`config.mk`:
```
export PLATFORM = sky130hd
export DESIGN_NAME = psc_pos_gen
export DESIGN_NICKNAME = d
export VERILOG_FILES = /design/src/rtl/psc_pkg.sv /design/src/rtl/psc_axis.sv /design/src/rtl/psc_channel.sv /design/src/rtl/psc_pos_gen.sv
export SDC_FILE = /design/constraint.sdc
export NUM_CORES = 1
export LEC_CHECK = 0
export CAP_MARGIN = 40
export CORE_MARGIN = 5
export CORE_UTILIZATION = 52
export CTS_CLUSTER_DIAMETER = 30
export CTS_CLUSTER_SIZE = 24
export DETAILED_ROUTE_END_ITERATION = 10
export PLACE_DENSITY_LB_ADDON = 0.25
export SYNTH_ARGS = -nofsm -noshare
export SYNTH_HDL_FRONTEND = slang
export SYNTH_HIERARCHICAL = 1
export SYNTH_SLANG_ARGS = --single-unit
export TNS_END_PERCENT = 20
```
`constraint.sdc`:
```
create_clock -name clk -period 5.7 [get_ports clk]
set_clock_uncertainty 0.2 [all_clocks]
set_input_delay 1.14 -clock clk [delete_from_list [all_inputs] [get_ports clk]]
set_output_delay 1.14 -clock clk [all_outputs]
set_load 0.03 [all_outputs]
```
`src/rtl/psc_pkg.sv`:
```
package psc_pkg;
  localparam int PSC_FRAC_W     = 13;
  localparam int PSC_PHASE_W    = 4;
  localparam int PSC_RES_W      = 12;
  localparam int PSC_INC_W      = 16;
  localparam int PSC_HSTART_W   = 19;
  localparam int PSC_VSTART_W   = 16;
  localparam int PSC_REG_W      = 32;
  localparam int PSC_HEIGHT_LSB = 16;

  typedef enum logic {
    CH_IDLE = 1'b0,
    CH_RUN  = 1'b1
  } ch_state_e;
endpackage

```
`src/rtl/psc_axis.sv`:
```
// One fixed-point position accumulator with index/phase decode and clamping.
module psc_axis #(
  parameter int START_W = 16,
  parameter int INC_W   = 16,
  parameter int RES_W   = 12,
  parameter int FRAC_W  = 13,
  parameter int PHASE_W = 4
) (
  input  logic               clk,
  input  logic               rst_n,
  input  logic               load,
  input  logic               step,
  input  logic [START_W-1:0] start,
  input  logic [INC_W-1:0]   inc,
  input  logic [RES_W-1:0]   last,
  output logic [RES_W-1:0]   idx,
  output logic [PHASE_W-1:0] ph
);
  localparam int SPAN_W = RES_W + INC_W + 2;
  localparam int ACC_W  = (SPAN_W > START_W + 1) ? SPAN_W : START_W + 1;
  localparam int PAD_W  = ACC_W - RES_W - 1 - FRAC_W;

  logic signed [ACC_W-1:0] acc;
  logic signed [ACC_W-1:0] limit;
  logic                    below;
  logic                    beyond;

  // first position past the last valid source sample
  function automatic logic signed [ACC_W-1:0] edge_pos(input logic [RES_W-1:0] l);
    return {{PAD_W{1'b0}}, ({1'b0, l} + (RES_W+1)'(1)), {FRAC_W{1'b0}}};
  endfunction

  function automatic logic [RES_W-1:0] pick_index(input logic signed [ACC_W-1:0] a,
                                                  input logic lo, input logic hi,
                                                  input logic [RES_W-1:0] l);
    if (lo)      return '0;
    else if (hi) return l;
    else         return a[FRAC_W +: RES_W];
  endfunction

  function automatic logic [PHASE_W-1:0] pick_phase(input logic signed [ACC_W-1:0] a,
                                                    input logic lo, input logic hi);
    if (lo || hi) return '0;
    else          return a[FRAC_W-1 -: PHASE_W];
  endfunction

  always_ff @(posedge clk) begin
    if (!rst_n) begin
      acc <= '0;
    end else if (load) begin
      acc <= {{(ACC_W-START_W){start[START_W-1]}}, start};
    end else if (step) begin
      acc <= acc + $signed({{(ACC_W-INC_W){1'b0}}, inc});
    end
  end

  assign limit  = edge_pos(last);
  assign below  = acc[ACC_W-1];
  assign beyond = !below && (acc >= limit);
  assign idx    = pick_index(acc, below, beyond, last);
  assign ph     = pick_phase(acc, below, beyond);
endmodule

```
`src/rtl/psc_channel.sv`:
```
// One colour channel: destination grid walker plus horizontal and vertical axes.
module psc_channel
  import psc_pkg::*;
#(
  parameter int HSTART_W   = PSC_HSTART_W,
  parameter int VSTART_W   = PSC_VSTART_W,
  parameter int INC_W      = PSC_INC_W,
  parameter int RES_W      = PSC_RES_W,
  parameter int FRAC_W     = PSC_FRAC_W,
  parameter int PHASE_W    = PSC_PHASE_W,
  parameter int REG_W      = PSC_REG_W,
  parameter int HEIGHT_LSB = PSC_HEIGHT_LSB
) (
  input  logic                clk,
  input  logic                rst_n,
  input  logic                go,
  input  logic [REG_W-1:0]    src_res,
  input  logic [REG_W-1:0]    dst_res,
  input  logic [HSTART_W-1:0] hstart,
  input  logic [VSTART_W-1:0] vstart,
  input  logic [INC_W-1:0]    hinc,
  input  logic [INC_W-1:0]    vinc,
  input  logic                rdy,
  output logic                vld,
  output logic [RES_W-1:0]    x_idx,
  output logic [PHASE_W-1:0]  x_ph,
  output logic [RES_W-1:0]    y_idx,
  output logic [PHASE_W-1:0]  y_ph,
  output logic                sol,
  output logic                eol,
  output logic                eof
);
  ch_state_e        state;
  logic [RES_W-1:0] ox;
  logic [RES_W-1:0] oy;
  logic [RES_W-1:0] dw_last, dh_last, sw_last, sh_last;
  logic             start_frame;
  logic             fire;
  logic             at_eol;
  logic             at_eof;
  logic             unused_fields;

  assign dw_last = dst_res[RES_W-1:0];
  assign dh_last = dst_res[HEIGHT_LSB +: RES_W];
  assign sw_last = src_res[RES_W-1:0];
  assign sh_last = src_res[HEIGHT_LSB +: RES_W];
  assign unused_fields = ^{src_res[REG_W-1:HEIGHT_LSB+RES_W], src_res[HEIGHT_LSB-1:RES_W],
                           dst_res[REG_W-1:HEIGHT_LSB+RES_W], dst_res[HEIGHT_LSB-1:RES_W]};

  assign start_frame = go && (state == CH_IDLE);
  assign fire        = (state == CH_RUN) && rdy;
  assign at_eol      = (ox == dw_last);
  assign at_eof      = at_eol && (oy == dh_last);

  always_ff @(posedge clk) begin
    if (!rst_n) begin
      state <= CH_IDLE;
      ox    <= '0;
      oy    <= '0;
    end else if (start_frame) begin
      state <= CH_RUN;
      ox    <= '0;
      oy    <= '0;
    end else if (fire) begin
      if (at_eol) begin
        ox <= '0;
        if (at_eof) state <= CH_IDLE;
        else        oy    <= oy + RES_W'(1);
      end else begin
        ox <= ox + RES_W'(1);
      end
    end
  end

  psc_axis #(
    .START_W(HSTART_W), .INC_W(INC_W), .RES_W(RES_W),
    .FRAC_W(FRAC_W), .PHASE_W(PHASE_W)
  ) u_hax (
    .clk(clk), .rst_n(rst_n),
    .load(start_frame || (fire && at_eol)),
    .step(fire && !at_eol),
    .start(hstart), .inc(hinc), .last(sw_last),
    .idx(x_idx), .ph(x_ph)
  );

  psc_axis #(
    .START_W(VSTART_W), .INC_W(INC_W), .RES_W(RES_W),
    .FRAC_W(FRAC_W), .PHASE_W(PHASE_W)
  ) u_vax (
    .clk(clk), .rst_n(rst_n),
    .load(start_frame),
    .step(fire && at_eol && !at_eof),
    .start(vstart), .inc(vinc), .last(sh_last),
    .idx(y_idx), .ph(y_ph)
  );

  assign vld = (state == CH_RUN);
  assign sol = (ox == '0);
  assign eol = at_eol;
  assign eof = at_eof;
endmodule

```
`src/rtl/psc_pos_gen.sv`:
```
// Top: independent luma and chroma position channels started by one pulse.
module psc_pos_gen
  import psc_pkg::*;
#(
  parameter int FRAC_W     = PSC_FRAC_W,
  parameter int PHASE_W    = PSC_PHASE_W,
  parameter int RES_W      = PSC_RES_W,
  parameter int INC_W      = PSC_INC_W,
  parameter int HSTART_W   = PSC_HSTART_W,
  parameter int VSTART_W   = PSC_VSTART_W,
  parameter int REG_W      = PSC_REG_W,
  parameter int HEIGHT_LSB = PSC_HEIGHT_LSB
) (
  input  logic                clk,
  input  logic                rst_n,
  input  logic                frame_go,
  input  logic [REG_W-1:0]    l_src_res,
  input  logic [REG_W-1:0]    l_dst_res,
  input  logic [HSTART_W-1:0] l_hstart,
  input  logic [VSTART_W-1:0] l_vstart,
  input  logic [INC_W-1:0]    l_hinc,
  input  logic [INC_W-1:0]    l_vinc,
  input  logic                l_rdy,
  output logic                l_vld,
  output logic [RES_W-1:0]    l_x_idx,
  output logic [PHASE_W-1:0]  l_x_ph,
  output logic [RES_W-1:0]    l_y_idx,
  output logic [PHASE_W-1:0]  l_y_ph,
  output logic                l_sol,
  output logic                l_eol,
  output logic                l_eof,
  input  logic [REG_W-1:0]    c_src_res,
  input  logic [REG_W-1:0]    c_dst_res,
  input  logic [HSTART_W-1:0] c_hstart,
  input  logic [VSTART_W-1:0] c_vstart,
  input  logic [INC_W-1:0]    c_hinc,
  input  logic [INC_W-1:0]    c_vinc,
  input  logic                c_rdy,
  output logic                c_vld,
  output logic [RES_W-1:0]    c_x_idx,
  output logic [PHASE_W-1:0]  c_x_ph,
  output logic [RES_W-1:0]    c_y_idx,
  output logic [PHASE_W-1:0]  c_y_ph,
  output logic                c_sol,
  output logic                c_eol,
  output logic                c_eof
);
  psc_channel #(
    .HSTART_W(HSTART_W), .VSTART_W(VSTART_W), .INC_W(INC_W), .RES_W(RES_W),
    .FRAC_W(FRAC_W), .PHASE_W(PHASE_W), .REG_W(REG_W), .HEIGHT_LSB(HEIGHT_LSB)
  ) u_luma (
    .clk(clk), .rst_n(rst_n), .go(frame_go),
    .src_res(l_src_res), .dst_res(l_dst_res),
    .hstart(l_hstart), .vstart(l_vstart), .hinc(l_hinc), .vinc(l_vinc),
    .rdy(l_rdy), .vld(l_vld),
    .x_idx(l_x_idx), .x_ph(l_x_ph), .y_idx(l_y_idx), .y_ph(l_y_ph),
    .sol(l_sol), .eol(l_eol), .eof(l_eof)
  );

  psc_channel #(
    .HSTART_W(HSTART_W), .VSTART_W(VSTART_W), .INC_W(INC_W), .RES_W(RES_W),
    .FRAC_W(FRAC_W), .PHASE_W(PHASE_W), .REG_W(REG_W), .HEIGHT_LSB(HEIGHT_LSB)
  ) u_chroma (
    .clk(clk), .rst_n(rst_n), .go(frame_go),
    .src_res(c_src_res), .dst_res(c_dst_res),
    .hstart(c_hstart), .vstart(c_vstart), .hinc(c_hinc), .vinc(c_vinc),
    .rdy(c_rdy), .vld(c_vld),
    .x_idx(c_x_idx), .x_ph(c_x_ph), .y_idx(c_y_idx), .y_ph(c_y_ph),
    .sol(c_sol), .eol(c_eol), .eof(c_eof)
  );
endmodule

```
# --- Word level (Yosys, flattened, before mapping) ---
# Cells that the tools add are included.
# W data, S select, Z words.
word_totals:
  ff_bits: 170
  in_bits: 267
  out_inout_bits: 72
  elab_cells: 113
classes:
  addsub: 12
  magnitude_cmp: 4
  n_eq_ne: 4
  mux: 30
  bitwise: 5
  reduce_logical: 48
ops:
  columns: ["operator", "n"]
  rows:
  - ["$mux W30", 8]
  - ["$add A30 B17 Y30", 4]
  - ["$ge A30 B27 Y1", 4]
  - ["$mux W12", 10]
  - ["$add A12 B1 Y13 const B", 4]
  - ["$add A12 B1 Y12 const B", 4]
  - ["$eq A12 B12 Y1", 4]
  - ["$logic_not A12 Y1", 2]
  - ["$reduce_bool A2 Y1", 10]
  - ["$logic_and A1 B1 Y1", 16]
  - ["$mux W4", 4]
  - ["$reduce_and A3 Y1", 4]
  - ["$logic_not A1 Y1", 8]
  - ["$mux W1", 8]
  - ["$logic_or A1 B1 Y1", 6]
  - ["$not A1 Y1", 5]
  - ["$reduce_or A2 Y1", 2]

# --- Logic depth before layout (Yosys ltp) ---
logic_depth:
  word_depth: 6
  ltp_mapped: 14
  depth_no_buf: 13

# --- Hierarchy ---
# Netlist, hierarchy kept.
by_module_without_submodules:
  columns: ["mod", "instances", "cells_each", "area_per_inst_um2", "seq_area_each_um2"]
  rows:
  - ["psc_channel", 2, 187, 1561.5, 500.5]
  - ["psc_axis at u_luma.u_hax", 1, 400, 3084.2, 600.6]
  - ["psc_axis at u_luma.u_vax", 1, 390, 3016.6, 600.6]
  - ["psc_axis at u_chroma.u_hax", 1, 361, 3007.9, 600.6]
  - ["psc_axis at u_chroma.u_vax", 1, 365, 2831.5, 600.6]

# --- Least setup slack after synthesis ---
# OpenSTA, ideal clock, no wires.
synth_timing:
  path_kind: "input to output"
  startpoint: "input port l_src_res[16]"
  endpoint: "output port l_y_idx[10]"
  arrival_ns: 4.058
  required_ns: 4.360
  slack_ns: 0.302
  path_stages: 14
  path_buffers: 1
  cell_sequence: "ha_1 nand2_1 nor2_1 nand3_1 xor2_1 ha_1 nand4_1 or3_1 nor2_1 and4bb_2 o21ai_0 buf_2 a32oi_1 o21ai_0"
synth_via:
  elab_chain_cells: 5
synth_rtl:
  columns: ["element", "line_no", "rtl"]
  rows:
  - ["start: declaration", "psc_pos_gen.sv:17", "input logic [REG_W-1:0] l_src_res,"]
  - ["$add A12 B1 Y13", "psc_axis.sv:30", "return {{PAD_W{1'b0}}, ({1'b0, l} + (RES_W+1)'(1)), {FRAC_W{1'b0}}};"]
  - ["$ge A30 B27 Y1", "psc_axis.sv:59", "assign beyond = !below && (acc >= limit);"]
  - ["$logic_and A1 B1 Y1", "psc_axis.sv:59", null]
  - ["$mux W12", "psc_axis.sv:37", "else if (hi) return l;"]
  - ["$mux W12", "psc_axis.sv:36", "if (lo) return '0;"]
  - ["end: declaration", "psc_pos_gen.sv:27", "output logic [RES_W-1:0] l_y_idx,"]
# No other way between the ends.

# --- Worst setup path in the final report ---
layout_timing:
  startpoint: "input port c_src_res[0]"
  endpoint: "output port c_x_idx[11]"
layout_via:
  elab_chain_cells: 5
layout_rtl:
  columns: ["element", "line_no", "rtl"]
  rows:
  - ["start: declaration", "psc_pos_gen.sv:32", "input logic [REG_W-1:0] c_src_res,"]
  - ["$add A12 B1 Y13", "psc_axis.sv:30", null]
  - ["$ge A30 B27 Y1", "psc_axis.sv:59", null]
  - ["$logic_and A1 B1 Y1", "psc_axis.sv:59", null]
  - ["$mux W12", "psc_axis.sv:37", null]
  - ["$mux W12", "psc_axis.sv:36", null]
  - ["end: declaration", "psc_pos_gen.sv:40", "output logic [RES_W-1:0] c_x_idx,"]
# No other way between the ends.

==> results.cfg <==
[synthesis]
yosysTopAreaCell = dfxtp_1
syn_inst = 1890
synth_seq_area_share_pct = 22.6
synth_area_mm2 = 0.0151
ys_types = 105
synth_most_common_cell = a21oi_1
netlist_top_cells_count = a21oi_1, dfxtp_1, nand2_1
syn-num-nets = 2287
ys_ff_latch = 170
ys.flop_type = dfxtp_1
synth-edff-count = 0
yosysTopAreaCellShare_pct = 22.6
ys.warnings.count = 6
avgSynthCellArea_um2 = 7.97
netlist_top_cells_area = dfxtp_1, ha_1, xor2_1
async_reset_ff_share_pct = 0

[cts]
htreeDepth = 4
cts_tree = done
clk_path_buf_depth = 2
clockRootBuffer = clkbuf_16
hold_buffers = 0
clk_pin_slew_ns = 0.06
cts_setup_buffers = 0
numCtsBuffers = 17
clock_latency_ns = 0.43
clock-sinks = 170

[sta]
fin_tns_setup_ns = 0
drv_slew = 0
fin_crit_sh_pct = 97.3
period_needed_ns = 5.54
hold_violations = 0
whs_ns = 0.295
maxSlewHeadroom_pct = 47.1
setup_viol = 0
fin_ws_ns = 0.156
tightest_slew_ns = 0.793
max_freq_mhz = 180

[drt]
wl_um = 46800
drc = 0
wl_per_cell_um = 18.2
vias = 15800
antenna_left = 0
drt_iter0_drc = 1317
via_per_inst = 6.12
drtPass1Iterations = 5

[critical_path]
critPathLaunchType = primary input
critical-path-max-stage-delay_ns = 0.49
cp_top_family = buffers and inverters
crit_required_ns = 4.36
crit_buf_inv = 3
arrival_ns = 4.20
cp_max_fo = 12
cpMaxStageDelayCell = clkdlybuf4s50_1
crit_path_end_kind = primary output
path_cells = clkdlybuf4s50_1, ha_2, nand3_2, nor2_4, and3_4, and3_4, xnor2_1, ha_1, a21o_1, a21o_1, a21oi_2, nor4b_2, o21ai_1, buf_4, a22o_2, buf_4
crit_type = primary input to primary output

[die]
rows = 62
coreArea_mm2 = 0.0286
die_area_mm2 = 0.0325
io_pins = 339
start_util_pct = 52.6
fp.dieH_um = 180
die_w_um = 180

[placement]
placed_cell_area_mm2 = 0.0185
gp_congestion = 0.957
place_inst = 2546
preCtsSetupSlack_ns = -0.179
dp_hpwl_um = 35900
port_buffers = 306

[layout]
fin_util_pct = 67.0
drive_gt1_share_pct = 11.1
stdcell_count = 2579
synthToLayoutAreaGrowth_pct = 27.3
num-fill-cells = 2381
layout.nets = 2578
final_area_mm2 = 0.0192

[grt]
grt_overflow = 0
grt_usage_pct = 27.3
antenna_found_initial = 1
grt_max_degree = 37
grt_pass1_wl_um = 76500
grt_pass1_vias = 15200

[flow_run]
max_cap_viol_count = 0

[status]
status = completed

[hold_path]
worst_hold_path_type = flip-flop to flip-flop

[power_and_ir_drop]
total_power_mw = 3.95
ir_drop_v = 0.000203
power_leakage_nw = 7.72
p_per_area_mw_per_mm2 = 206
-- cell families after synthesis --
kind of cell	Yosys count	share of synthesized area [%]
and+or+nand+nor	668	23.9
AOI/OAI and AO/OA	559	25.0
xor gates and xnor gates	177	10.3
DFF	170	22.6
buffers and inverters	145	4.54
adders and majority gates	130	11.0
muxes	41	2.72
-- worst paths after layout --
kind	startpoint	end	slack, ns	depth (start not counted)
worst min register to register	u_luma/oy[11]	u_luma/oy[11]	0.29	2
worst max-delay path	c_src_res[0]	c_x_idx[11]	0.16	16
worst max register to register	u_chroma/ox[4]	u_chroma/u_hax/acc[20]	2.31	11
worst min-delay path	u_luma/oy[11]	u_luma/oy[11]	0.29	2
-- state kept, by name, summed over array words and instances (netlist names) --
signal and flops:
u_luma/vld 1, u_chroma/u_vax/acc 30, u_luma/oy 12, u_luma/ox 12, u_chroma/u_hax/acc 30, u_chroma/vld 1
u_chroma/oy 12, u_luma/u_vax/acc 30, u_chroma/ox 12, u_luma/u_hax/acc 30
-- power by group --
part	internal, mW	switching (mW)
registers	1.26	0.0993
clock network	0.626	0.538
logic	0.647	0.785
-- area by class of cell --
| type | instances | area [µm²] | area share, % |
|---|---|---|---|
| repair buffers | 357 | 3350 | 17.5 |
| well taps | 384 | 480 | 2.51 |
| inverters | 60 | 225 | 1.17 |
| diodes | 1 | 2.50 | 0.0131 |
| multi-input cells | 1575 | 11100 | 58.1 |
| clock buffers | 19 | 443 | 2.31 |
| flip-flops and latches | 170 | 3400 | 17.8 |
| clock inverters | 13 | 133 | 0.692 |
-- timing repair --
item                                   4_1_cts  5_1_grt
pin swaps                                    0        9
gates resized for setup                      8       35
endpoints found under the hold margin        0        0
setup endpoints to repair                   28       50
-- cells in the final DEF (no fill, tap or decap), drive strengths merged, types with 7 or more instances in the layout --
cell	Yosys	layout
clkdlybuf4s50	0	239
a21oi	184	184
dfxtp	170	170
nand2	145	145
nor2	128	128
ha	126	126
xor2	114	114
buf	29	112
o21ai	103	103
nand3	93	93
xnor2	63	63
inv	58	63
nand4	43	43
a21o	43	43
and3	43	43
mux2i	41	41
nor4	39	39
a211oi	35	35
o31ai	31	31
or4	29	29
nor3	29	29
a31oi	25	25
a22o	24	24
and2	21	21
nor2b	20	20
clkbuf	54	19
nand2b	14	14
o211ai	13	13
o21a	13	13
and4	12	12
nor4b	12	12
a32oi	12	12
or3	12	12
a211o	8	8
nor3b	7	7
-- worst min-delay path, cell delays in order (launching register included) --
cell	delay, ns
dfxtp_1	0.33
o31ai_1	0.07
a21oi_1	0.06
-- metal layers --
| metal | share of wire [%] | wire, µm | track usage (%) | vias up |
|---|---|---|---|---|
| li1 | - | - | - | 7662 |
| met1 | 45 | 20900 | 36.5 | 7468 |
| met2 | 48 | 22300 | 46.5 | 603 |
| met3 | 6.3 | 2930 | 4.66 | 59 |
| met4 | 1.5 | 684 | 5.69 | 0 |
| met5 | 0 | 0 | 0 | - |
(Power assumes the default switching activity.)
